File: src/rtl/lsu_pkg.sv
package lsu_pkg;
  typedef enum logic {
    OP_RELEASE = 1'b0,
    OP_ACQUIRE = 1'b1
  } lsu_op_e;
endpackage

File: src/rtl/lsu_arbiter.sv
module lsu_arbiter #(
  parameter int N_PROC = 2
) (
  input  logic              clk,
  input  logic              rst,
  input  logic [N_PROC-1:0] valid_i,
  output logic [N_PROC-1:0] grant_o
);
  logic [N_PROC-1:0] lost_q;
  logic [N_PROC-1:0] cand;

  always_comb begin
    cand = (|(valid_i & lost_q)) ? (valid_i & lost_q) : valid_i;
    grant_o = '0;
    for (int p = N_PROC - 1; p >= 0; p--) begin
      if (cand[p]) grant_o = N_PROC'(1) << p;
    end
  end

  always_ff @(posedge clk) begin
    if (rst) lost_q <= '0;
    else     lost_q <= valid_i & ~grant_o;
  end
endmodule

File: src/rtl/lsu_rr_pick.sv
module lsu_rr_pick #(
  parameter int N  = 8,
  parameter int IW = $clog2(N)
) (
  input  logic [N-1:0]  mask_i,
  input  logic [IW-1:0] start_i,
  output logic          found_o,
  output logic [IW-1:0] idx_o
);
  always_comb begin
    found_o = 1'b0;
    idx_o   = '0;
    for (int k = N - 1; k >= 1; k--) begin
      int j;
      j = int'(start_i) + k;
      if (j >= N) j = j - N;
      if (mask_i[j]) begin
        found_o = 1'b1;
        idx_o   = IW'(j);
      end
    end
  end
endmodule

File: src/rtl/lsu_core.sv
module lsu_core
  import lsu_pkg::*;
#(
  parameter int N_REQ  = 8,
  parameter int N_LOCK = 16,
  parameter int GW     = $clog2(N_REQ),
  parameter int LW     = $clog2(N_LOCK)
) (
  input  logic             clk,
  input  logic             rst,
  input  logic             in_valid,
  input  lsu_op_e          in_op,
  input  logic [GW-1:0]    in_gid,
  input  logic [LW-1:0]    in_lock,
  output logic [N_REQ-1:0] ack_o,
  output logic [N_REQ-1:0] suspend_o,
  output logic [N_REQ-1:0] resume_o,
  output logic             err_o
);
  logic             held_q  [N_LOCK];
  logic [GW-1:0]    owner_q [N_LOCK];
  logic [N_REQ-1:0] waitm_q [N_LOCK];

  logic             cur_held, nx_held, wr_en, is_owner, nxt_found, err_d;
  logic [GW-1:0]    cur_owner, nx_owner, nxt_idx;
  logic [N_REQ-1:0] cur_wait, nx_wait, ack_d, sus_d, res_d;

  assign cur_held  = held_q[in_lock];
  assign cur_owner = owner_q[in_lock];
  assign cur_wait  = waitm_q[in_lock];
  assign is_owner  = cur_held && (cur_owner == in_gid);

  lsu_rr_pick #(.N(N_REQ), .IW(GW)) i_pick (
    .mask_i (cur_wait),
    .start_i(in_gid),
    .found_o(nxt_found),
    .idx_o  (nxt_idx)
  );

  always_comb begin
    nx_held  = cur_held;
    nx_owner = cur_owner;
    nx_wait  = cur_wait;
    wr_en    = 1'b0;
    ack_d    = '0;
    sus_d    = '0;
    res_d    = '0;
    err_d    = 1'b0;
    if (in_valid) begin
      if (in_op == OP_ACQUIRE) begin
        if (!cur_held) begin
          nx_held        = 1'b1;
          nx_owner       = in_gid;
          ack_d[in_gid]  = 1'b1;
          wr_en          = 1'b1;
        end else if (is_owner) begin
          ack_d[in_gid]  = 1'b1;
        end else begin
          nx_wait[in_gid] = 1'b1;
          sus_d[in_gid]   = 1'b1;
          wr_en           = 1'b1;
        end
      end else begin
        if (!is_owner) begin
          err_d = 1'b1;
        end else begin
          ack_d[in_gid] = 1'b1;
          wr_en         = 1'b1;
          if (nxt_found) begin
            nx_owner         = nxt_idx;
            nx_wait[nxt_idx] = 1'b0;
            res_d[nxt_idx]   = 1'b1;
          end else begin
            nx_held = 1'b0;
          end
        end
      end
    end
  end

  always_ff @(posedge clk) begin
    if (rst) begin
      for (int i = 0; i < N_LOCK; i++) begin
        held_q[i]  <= 1'b0;
        owner_q[i] <= '0;
        waitm_q[i] <= '0;
      end
      ack_o     <= '0;
      suspend_o <= '0;
      resume_o  <= '0;
      err_o     <= 1'b0;
    end else begin
      ack_o     <= ack_d;
      suspend_o <= sus_d;
      resume_o  <= res_d;
      err_o     <= err_d;
      if (wr_en) begin
        held_q[in_lock]  <= nx_held;
        owner_q[in_lock] <= nx_owner;
        waitm_q[in_lock] <= nx_wait;
      end
    end
  end
endmodule

File: src/rtl/lock_sync_unit.sv
module lock_sync_unit
  import lsu_pkg::*;
#(
  parameter int N_PROC = 2,
  parameter int N_THR  = 4,
  parameter int N_LOCK = 16,
  parameter int TW     = $clog2(N_THR),
  parameter int LW     = $clog2(N_LOCK)
) (
  input  logic                      clk,
  input  logic                      rst,
  input  logic [N_PROC-1:0]         req_valid,
  input  logic [N_PROC-1:0]         req_acq,
  input  logic [N_PROC*TW-1:0]      req_tid,
  input  logic [N_PROC*LW-1:0]      req_lock,
  output logic [N_PROC-1:0]         req_ready,
  output logic [N_PROC*N_THR-1:0]   ack,
  output logic [N_PROC*N_THR-1:0]   suspend,
  output logic [N_PROC*N_THR-1:0]   resume,
  output logic                      release_err
);
  localparam int N_REQ = N_PROC * N_THR;
  localparam int GW    = $clog2(N_REQ);

  logic [N_PROC-1:0] grant;
  logic              sel_valid;
  lsu_op_e           sel_op;
  logic [GW-1:0]     sel_gid;
  logic [LW-1:0]     sel_lock;

  lsu_arbiter #(.N_PROC(N_PROC)) i_arb (
    .clk    (clk),
    .rst    (rst),
    .valid_i(req_valid),
    .grant_o(grant)
  );

  assign req_ready = grant | ~req_valid;

  always_comb begin
    sel_valid = 1'b0;
    sel_op    = OP_RELEASE;
    sel_gid   = '0;
    sel_lock  = '0;
    for (int p = 0; p < N_PROC; p++) begin
      if (grant[p]) begin
        sel_valid = 1'b1;
        sel_op    = lsu_op_e'(req_acq[p]);
        sel_gid   = GW'(p * N_THR) + GW'(req_tid[p*TW +: TW]);
        sel_lock  = req_lock[p*LW +: LW];
      end
    end
  end

  lsu_core #(.N_REQ(N_REQ), .N_LOCK(N_LOCK), .GW(GW), .LW(LW)) i_core (
    .clk      (clk),
    .rst      (rst),
    .in_valid (sel_valid),
    .in_op    (sel_op),
    .in_gid   (sel_gid),
    .in_lock  (sel_lock),
    .ack_o    (ack),
    .suspend_o(suspend),
    .resume_o (resume),
    .err_o    (release_err)
  );
endmodule

File: config.mk
export PLATFORM = sky130hd
export DESIGN_NAME = lock_sync_unit
export DESIGN_NICKNAME = d
export VERILOG_FILES = /design/src/rtl/lsu_pkg.sv /design/src/rtl/lsu_arbiter.sv /design/src/rtl/lsu_rr_pick.sv /design/src/rtl/lsu_core.sv /design/src/rtl/lock_sync_unit.sv
export SDC_FILE = /design/constraint.sdc
export NUM_CORES = 1
export LEC_CHECK = 0
export BUFFER_PORTS_ARGS = -buffer_cell sky130_fd_sc_hd__buf_2
export CAP_MARGIN = 25
export CORE_UTILIZATION = 30
export DETAILED_ROUTE_END_ITERATION = 16
export HOLD_SLACK_MARGIN = 0.06
export SYNTH_ARGS = -nofsm -noshare
export SYNTH_HDL_FRONTEND = slang
export SYNTH_SLANG_ARGS = --single-unit
export TNS_END_PERCENT = 50
File: constraint.sdc
create_clock -name clk -period 9 [get_ports clk]
set_input_delay 0.45 -clock clk [delete_from_list [all_inputs] [get_ports clk]]
set_output_delay 0.45 -clock clk [all_outputs]
set_load 0.01 [all_outputs]
After elaboration in Yosys (flattened, before gate mapping)
Memory sizes are Yosys's and may differ from the RTL's.
Index checks and enable logic that the tools add are counted.
{"block": "totals", "reg_bits": 27, "latch_bits": 0, "ramBits": 192, "rom_bits": 0, "inputBits": 18, "out_inout_bits": 27, "wordCells": 160, "n_memories": 3}
{"block": "classes", "add_sub_neg": 15, "n_mul": 0, "div": 0, "magnitude_cmp": 18, "n_eq_ne": 1, "shifts": 0, "muxes": 94, "n_bitwise": 13, "n_reduce_logical": 11}
{"memory": "i_core.waitm_q", "depth": 16, "width": 8, "read_ports": 1, "rd_ports_with_merged_regs": 0, "write_ports": 16, "line_no": "lsu_core.sv:22", "rtl": "logic [N_REQ-1:0] waitm_q [N_LOCK];"}
{"memory": "i_core.owner_q", "depth": 16, "width": 3, "read_ports": 1, "rd_ports_with_merged_regs": 0, "write_ports": 16, "line_no": "lsu_core.sv:21", "rtl": "logic [GW-1:0] owner_q [N_LOCK];"}
{"memory": "i_core.held_q", "depth": 16, "width": 1, "read_ports": 1, "rd_ports_with_merged_regs": 0, "write_ports": 16, "line_no": "lsu_core.sv:20", "rtl": "logic held_q [N_LOCK];"}
{"cell": "less-than comparator 32 x 5 -> 1 bit, second input constant", "n": 7}
{"cell": "two-way mux 32 bit", "n": 7}
{"cell": "two-way mux 8 bit", "n": 10}
{"cell": "two-way mux 1 bit", "n": 45}
{"cell": "two-way mux 3 bit", "n": 14}
{"cell": "greater-or-equal comparator 32 x 5 -> 1 bit, second input constant", "n": 1}
{"cell": "subtractor 32 x 5 -> 32 bit, second input constant", "n": 1}
{"cell": "subtractor 4 x 4 -> 5 bit, second input constant", "n": 6}
{"cell": "greater-or-equal comparator 4 bit, second input constant", "n": 6}
{"cell": "binary-select mux 1 bit (select 3 bit)", "n": 7}
{"cell": "two-way mux 4 bit", "n": 5}
{"cell": "adder 3 x 3 -> 4 bit, second input constant", "n": 4}
{"cell": "OR reduction 5 bit", "n": 2}
{"cell": "adder 3 x 2 -> 4 bit, second input constant", "n": 2}
{"cell": "bitwise AND 8 bit", "n": 1}
{"cell": "less-than comparator 3 x 4 -> 1 bit, second input constant", "n": 2}
{"cell": "two-way mux 2 bit", "n": 4}
{"cell": "inverter 8 bit", "n": 1}
{"cell": "OR 8 bit", "n": 1}
{"cell": "OR reduction 8 bit", "n": 1}
{"cell": "demux 1 bit (select 3 bit)", "n": 2}
{"cell": "greater-or-equal comparator 3 x 1 -> 1 bit, second input constant", "n": 2}
{"cell": "OR reduction 3 bit", "n": 2}
{"cell": "inverter 1 bit", "n": 5}
{"cell": "other kinds (9)", "n": 14}

Logic depth before layout (Yosys ltp)
{"block": "depth", "word_depth": 31, "mapped_depth": 20, "depth_no_buf": 17}

Hierarchy
Synthesis repeated with hierarchy kept, for this count alone.
{"block": "unflattened", "cells_unflattened": 850, "area_unflattened_um2": 11647.4}
{"mod": "lsu_core", "n_inst": 1, "cells_each": 737, "area_per_inst_um2": 10672.7, "seq_area_each_um2": 6266.0}
{"mod": "lsu_rr_pick", "n_inst": 1, "cells_each": 88, "area_per_inst_um2": 757.0, "seq_area_each_um2": 0.0}
{"mod": "lock_sync_unit", "n_inst": 1, "cells_each": 16, "area_per_inst_um2": 112.6, "seq_area_each_um2": 0.0}
{"mod": "lsu_arbiter", "n_inst": 1, "cells_each": 9, "area_per_inst_um2": 105.1, "seq_area_each_um2": 40.0}

Worst setup path after synthesis
Ideal clock, no wire load.
{"block": "synth_path", "path_kind": "input port to flip-flop", "from": "input req_valid[1]", "to": "memory i_core.waitm_q[10][3] (data pin)", "setup_ps": 264, "arrival_ps": 4920, "t_required_ps": 8736, "path_slack_ps": 3816, "stages": 20, "path_buffers": 5, "cell_sequence": "buf_6 > a21oi_1 > a22oi_2 > inv_2 > clkbuf_1 > clkbuf_1 > clkbuf_1 > ha_1 > xnor2_1 > nand2_1 > nor2_1 > a22oi_1 > nand4_2 > nor3_4 > o211a_1 > nor3_4 > or3_4 > a21oi_4 > buf_6 > nor2_2"}
{"item": "from (decl)", "line_no": "lock_sync_unit.sv:12", "rtl": "input logic [N_PROC-1:0] req_valid,"}
{"item": "to (decl)", "line_no": "lsu_core.sv:22"}

==> impl_metrics.csv <==
group,metric,value,unit
outcome,status,"completed",
clocking,clock_latency,0.54,ns
clocking,clk_path_buf_depth,3,
cells_and_area,num_antenna_cells,0,
die,core_area,37800,sq um
routing,route.detailed.drc,0,
yosys,async_reset_ff_share,0,%
cells_and_area,synthToLayoutAreaGrowth,12.2,%
routing,vias,9143,
min_path,hp-start,"req_tid[1]",
place,port_buffers,44,
yosys,postSynthCellCount,1079,
yosys,synth_edf_count,192,
setup_path,critPathMostFrequentCell,"buf_4",
clocking,cts_setup_buffers,0,
routing,wl_per_cell,23.4,um
routing,vias_per_cell,5.66,
grt,grt_pass1_vias,8736,
yosys,synth_warnings,0,
yosys,yosysUniqueCellTypes,100,
grt,antenna_found_initial,0,
clocking,cts_root_buf,"clkbuf_16",
power,internal_power,1910,uW
yosys,synth_area,11600,sq um
power,clkPwrFrac,36.7,%
die,rows,71,
setup_path,crit_required,9.26,ns
cells_and_area,layout-drive-gt1-share,18.0,%
sta,fmax,0.155,GHz
routing,drt-pass1-iter-count,6,
yosys,synth_nets,1099,
routing,drtAntennaViolNets,0,
yosys,muxShareOfSynthArea,3.94,%
clocking,path_clk_slew,0.06,ns
die,die_w,199,um
yosys,yosys.area_share.simple,20.9,%
power,powerDensity,213,nW/um^2
setup_path,cpPeakStageDelay,0.78,ns
routing,drt-total-wl,37700,um
cells_and_area,finalNetCount,1105,
routing,drt_iter0_markers,1092,
setup_path,path_buf_inv,2,
yosys,synth.avg_cell_area,10.8,sq um
place,dp_slack,2.16,ns
clocking,cts_sinks,219,
sta,final_max_slew_viol_count,0,
power,leakage,0.00456,uW
die,io_pins,45,
place,hpwl,25600,um
yosys,synth_xor_area_share,0.302,%
sta,layout_setup_ws,2.53,ns
sta,finalClockSkew,0.0119,ns
clocking,cts_max_level,1,
sta,finalCritPeriodShare,71.9,%
setup_path,end_kind,"flip-flop",
sta,max_slew_margin,27.7,%
run,cap_violations,0,
setup_path,cp_top_family,"compound AO/OA/AOI/OAI gates",
sta,setup-tns-final,0,ns
setup_path,reg2reg_slack,2.53,ns
grt,grt_use_total,19.1,%
sta,setup_viol,0,
die,start_util,30.7,%
yosys,ys_seq_elements,219,
yosys,synth_top_family_by_area,"simple AND/OR/NAND/NOR gates",
sta,tightestPinTransition,1.08,ns
sta,period_minus_slack,6.47,ns
yosys,synth_compound_area_share,16.0,%
power,pwr-share-comb,21.5,%
yosys,synthAdderAreaFrac,0.216,%
min_path,hold_path_depth,3,
setup_path,crit_fanout,34,
power,p_sw,866,uW
power,ir_drop,0.000132,V
setup_path,slowest_stage,"a21oi_2",
grt,grt_pass1_wl,56200,um
setup_path,crit_path_start_kind,"flip-flop",
clocking,hold_buffers,0,
setup_path,critPathKind,"reg -> reg",
yosys,ys_seq_area_share,54.4,%
sta,rsz0062_at_grt,"false",
sta,hold_viol,0,
setup_path,worstReg2RegStart,"i_arb.lost_q[1]",
grt,gr-total-overflow,0,
setup_path,crit_chain,"and2b_4 > o21ai_4 > nand2_2 > buf_4 > a2111oi_0 > nor4_1 > mux2_4 > mux2i_4 > o21a_1 > a21boi_0 > o221ai_1 > a31oi_1 > buf_4 > nand4b_1 > a21oi_2 > nor2_1",
clocking,cts_resized,0,
setup_path,cp.arrival,6.73,ns
die,die_h,199,um
min_path,whs_endpoint,"i_core.suspend_o[3]",
place,gp_congestion,0.909,
grt,grt_max_degree,35,
setup_path,reg2regPathDepth,16,
setup_path,r2r_end,"i_core.waitm_q[4][0]",
power,power_frac_seq,41.7,%
die,die_area,39500,sq um
yosys,synth_ff_type,"edfxtp_1",
clocking,numCtsBuffers,25,
clocking,cts_tree,"yes",
min_path,hold_path_class,"in -> reg",
power,switching_share,31.2,%
==> metrics by stage <==
stage / hold slack, ns / area, sq um / total power (uW) / utilization (%) / std cells
floorplan: 0.630 / 11600 / 1570 / - / 1079
global placement: 0.776 / 12200 / 1760 / 32.1 / 1566
detailed placement: 0.767 / 12200 / 1760 / 32.2 / 1568
CTS: 0.225 / 13000 / 2760 / 34.4 / 1613
global route: 0.246 / 13000 / 2850 / 34.4 / 1614
finish: 0.232 / 13000 / 2780 / 34.4 / 1614
==> cell type report <==
class / instances / area [sq um]
inverter: 6 / 22.5
tap: 511 / 639
timing repair buffer: 69 / 412
multi-input combinational: 764 / 4810
sequential: 219 / 6310
fill: 3811 / 24800
clock buffer: 33 / 729
clock inverter: 12 / 103
==> synthesized netlist by cell type (5+ instances only) <==
| cell type | instances | area share, % |
|---|---|---|
| a21oi_1 | 11 | 0.47 |
| buf_6 | 6 | 0.58 |
| o21ai_2 | 5 | 0.38 |
| or3_1 | 6 | 0.32 |
| dfxtp_1 | 27 | 4.7 |
| mux2i_1 | 27 | 2.3 |
| a311oi_1 | 10 | 0.76 |
| o21ai_0 | 25 | 1.1 |
| nand4_1 | 16 | 0.86 |
| buf_4 | 12 | 0.78 |
| nor2_1 | 223 | 7.2 |
| a22oi_1 | 9 | 0.58 |
| o22ai_1 | 11 | 0.59 |
| nand2_1 | 67 | 2.2 |
| nor3_1 | 22 | 0.95 |
| and3_1 | 27 | 1.5 |
| mux2_2 | 7 | 0.68 |
| edfxtp_1 | 192 | 50 |
| nand3_1 | 55 | 2.4 |
| o21ai_1 | 7 | 0.30 |
| o22a_1 | 5 | 0.38 |
| a2111oi_0 | 15 | 1.1 |
| a211oi_1 | 32 | 2.1 |
| nor2_2 | 11 | 0.59 |
| nor4_1 | 9 | 0.49 |
| clkbuf_1 | 36 | 1.2 |
| and2_1 | 11 | 0.59 |
| o211ai_1 | 11 | 0.71 |
| nand2b_1 | 19 | 1.0 |
| a31oi_1 | 9 | 0.49 |
| a211o_1 | 5 | 0.38 |
| buf_2 | 33 | 1.4 |
==> tightest hold or removal path, stage by stage <==
cell	delay, ns
buf_2	0.11
nand3_1	0.11
nor2_1	0.06
==> layer usage <==
layer  vias to the layer above  part of all wire, %  track usage (%)
met2                       477                   46             30.6
met3                        89                  9.0             3.87
met5                         -                    0                0
li1                       4044                    -                -
met4                         0                  3.6             7.09
met1                      4533                   42             25.5
==> cell usage in the layout (no fill, tap or decap), types with 5 or more instances in the layout <==
cell | Yosys | final
a2111oi_0 | 15 | 15
o22a_1 | 5 | 5
a31oi_1 | 9 | 9
or3_1 | 6 | 6
a211o_1 | 5 | 5
nor2_1 | 223 | 221
nor4_1 | 9 | 9
nand4_1 | 16 | 16
nor2_2 | 11 | 13
nand3_1 | 55 | 55
o22ai_1 | 11 | 11
nand2_1 | 67 | 67
o211ai_1 | 11 | 11
mux2i_1 | 27 | 27
dfxtp_1 | 27 | 27
a211oi_1 | 32 | 32
buf_4 | 12 | 24
and3_1 | 27 | 27
o21ai_0 | 25 | 25
mux2_2 | 7 | 7
o21ai_1 | 7 | 7
nand2b_1 | 19 | 19
o21ai_2 | 5 | 5
edfxtp_1 | 192 | 192
a21oi_1 | 11 | 11
a311oi_1 | 10 | 10
clkbuf_16 | 0 | 28
nor3_1 | 22 | 22
a22oi_1 | 9 | 9
buf_2 | 33 | 44
and2_1 | 11 | 11
==> registers in the layout, indices dropped and copies added (netlist names) <==
register,count
i_core.waitm_q,128
i_core.ack_o,8
i_core.held_q,16
i_arb.lost_q,2
i_core.suspend_o,8
i_core.err_o,1
i_core.resume_o,8
i_core.owner_q,48
==> power by group through the flow <==
| stage | logic (uW) | registers [uW] | clock network, uW |
|---|---|---|---|
| after global placement | 579 | 1180 | 0 |
| final | 598 | 1160 | 1020 |
| after detailed placement | 579 | 1180 | 0 |
| after global routing | 627 | 1160 | 1070 |
| after floorplan | 398 | 1170 | 0 |
| after CTS | 581 | 1160 | 1020 |
==> cell families after synthesis <==
group | after synthesis
compound gates | 219
xor+xnor | 4
fa+ha+maj | 2
buf+inv | 96
flops | 219
mux | 40
simple gates | 499
==> how the worst max path moves through the flow <==
stage	to	cells after the start	start
2_1_floorplan	i_core.waitm_q[10][3]	20	req_valid[1]
3_3_place_gp	i_core.waitm_q[5][4]	16	req_valid[0]
3_5_place_dp	i_core.waitm_q[4][0]	16	req_valid[0]
4_1_cts	i_core.waitm_q[4][0]	15	i_arb.lost_q[1]
5_1_grt	i_core.waitm_q[14][0]	16	i_arb.lost_q[0]
6_report	i_core.waitm_q[4][0]	16	i_arb.lost_q[1]
No activity file was read; power rests on OpenSTA's default activity.
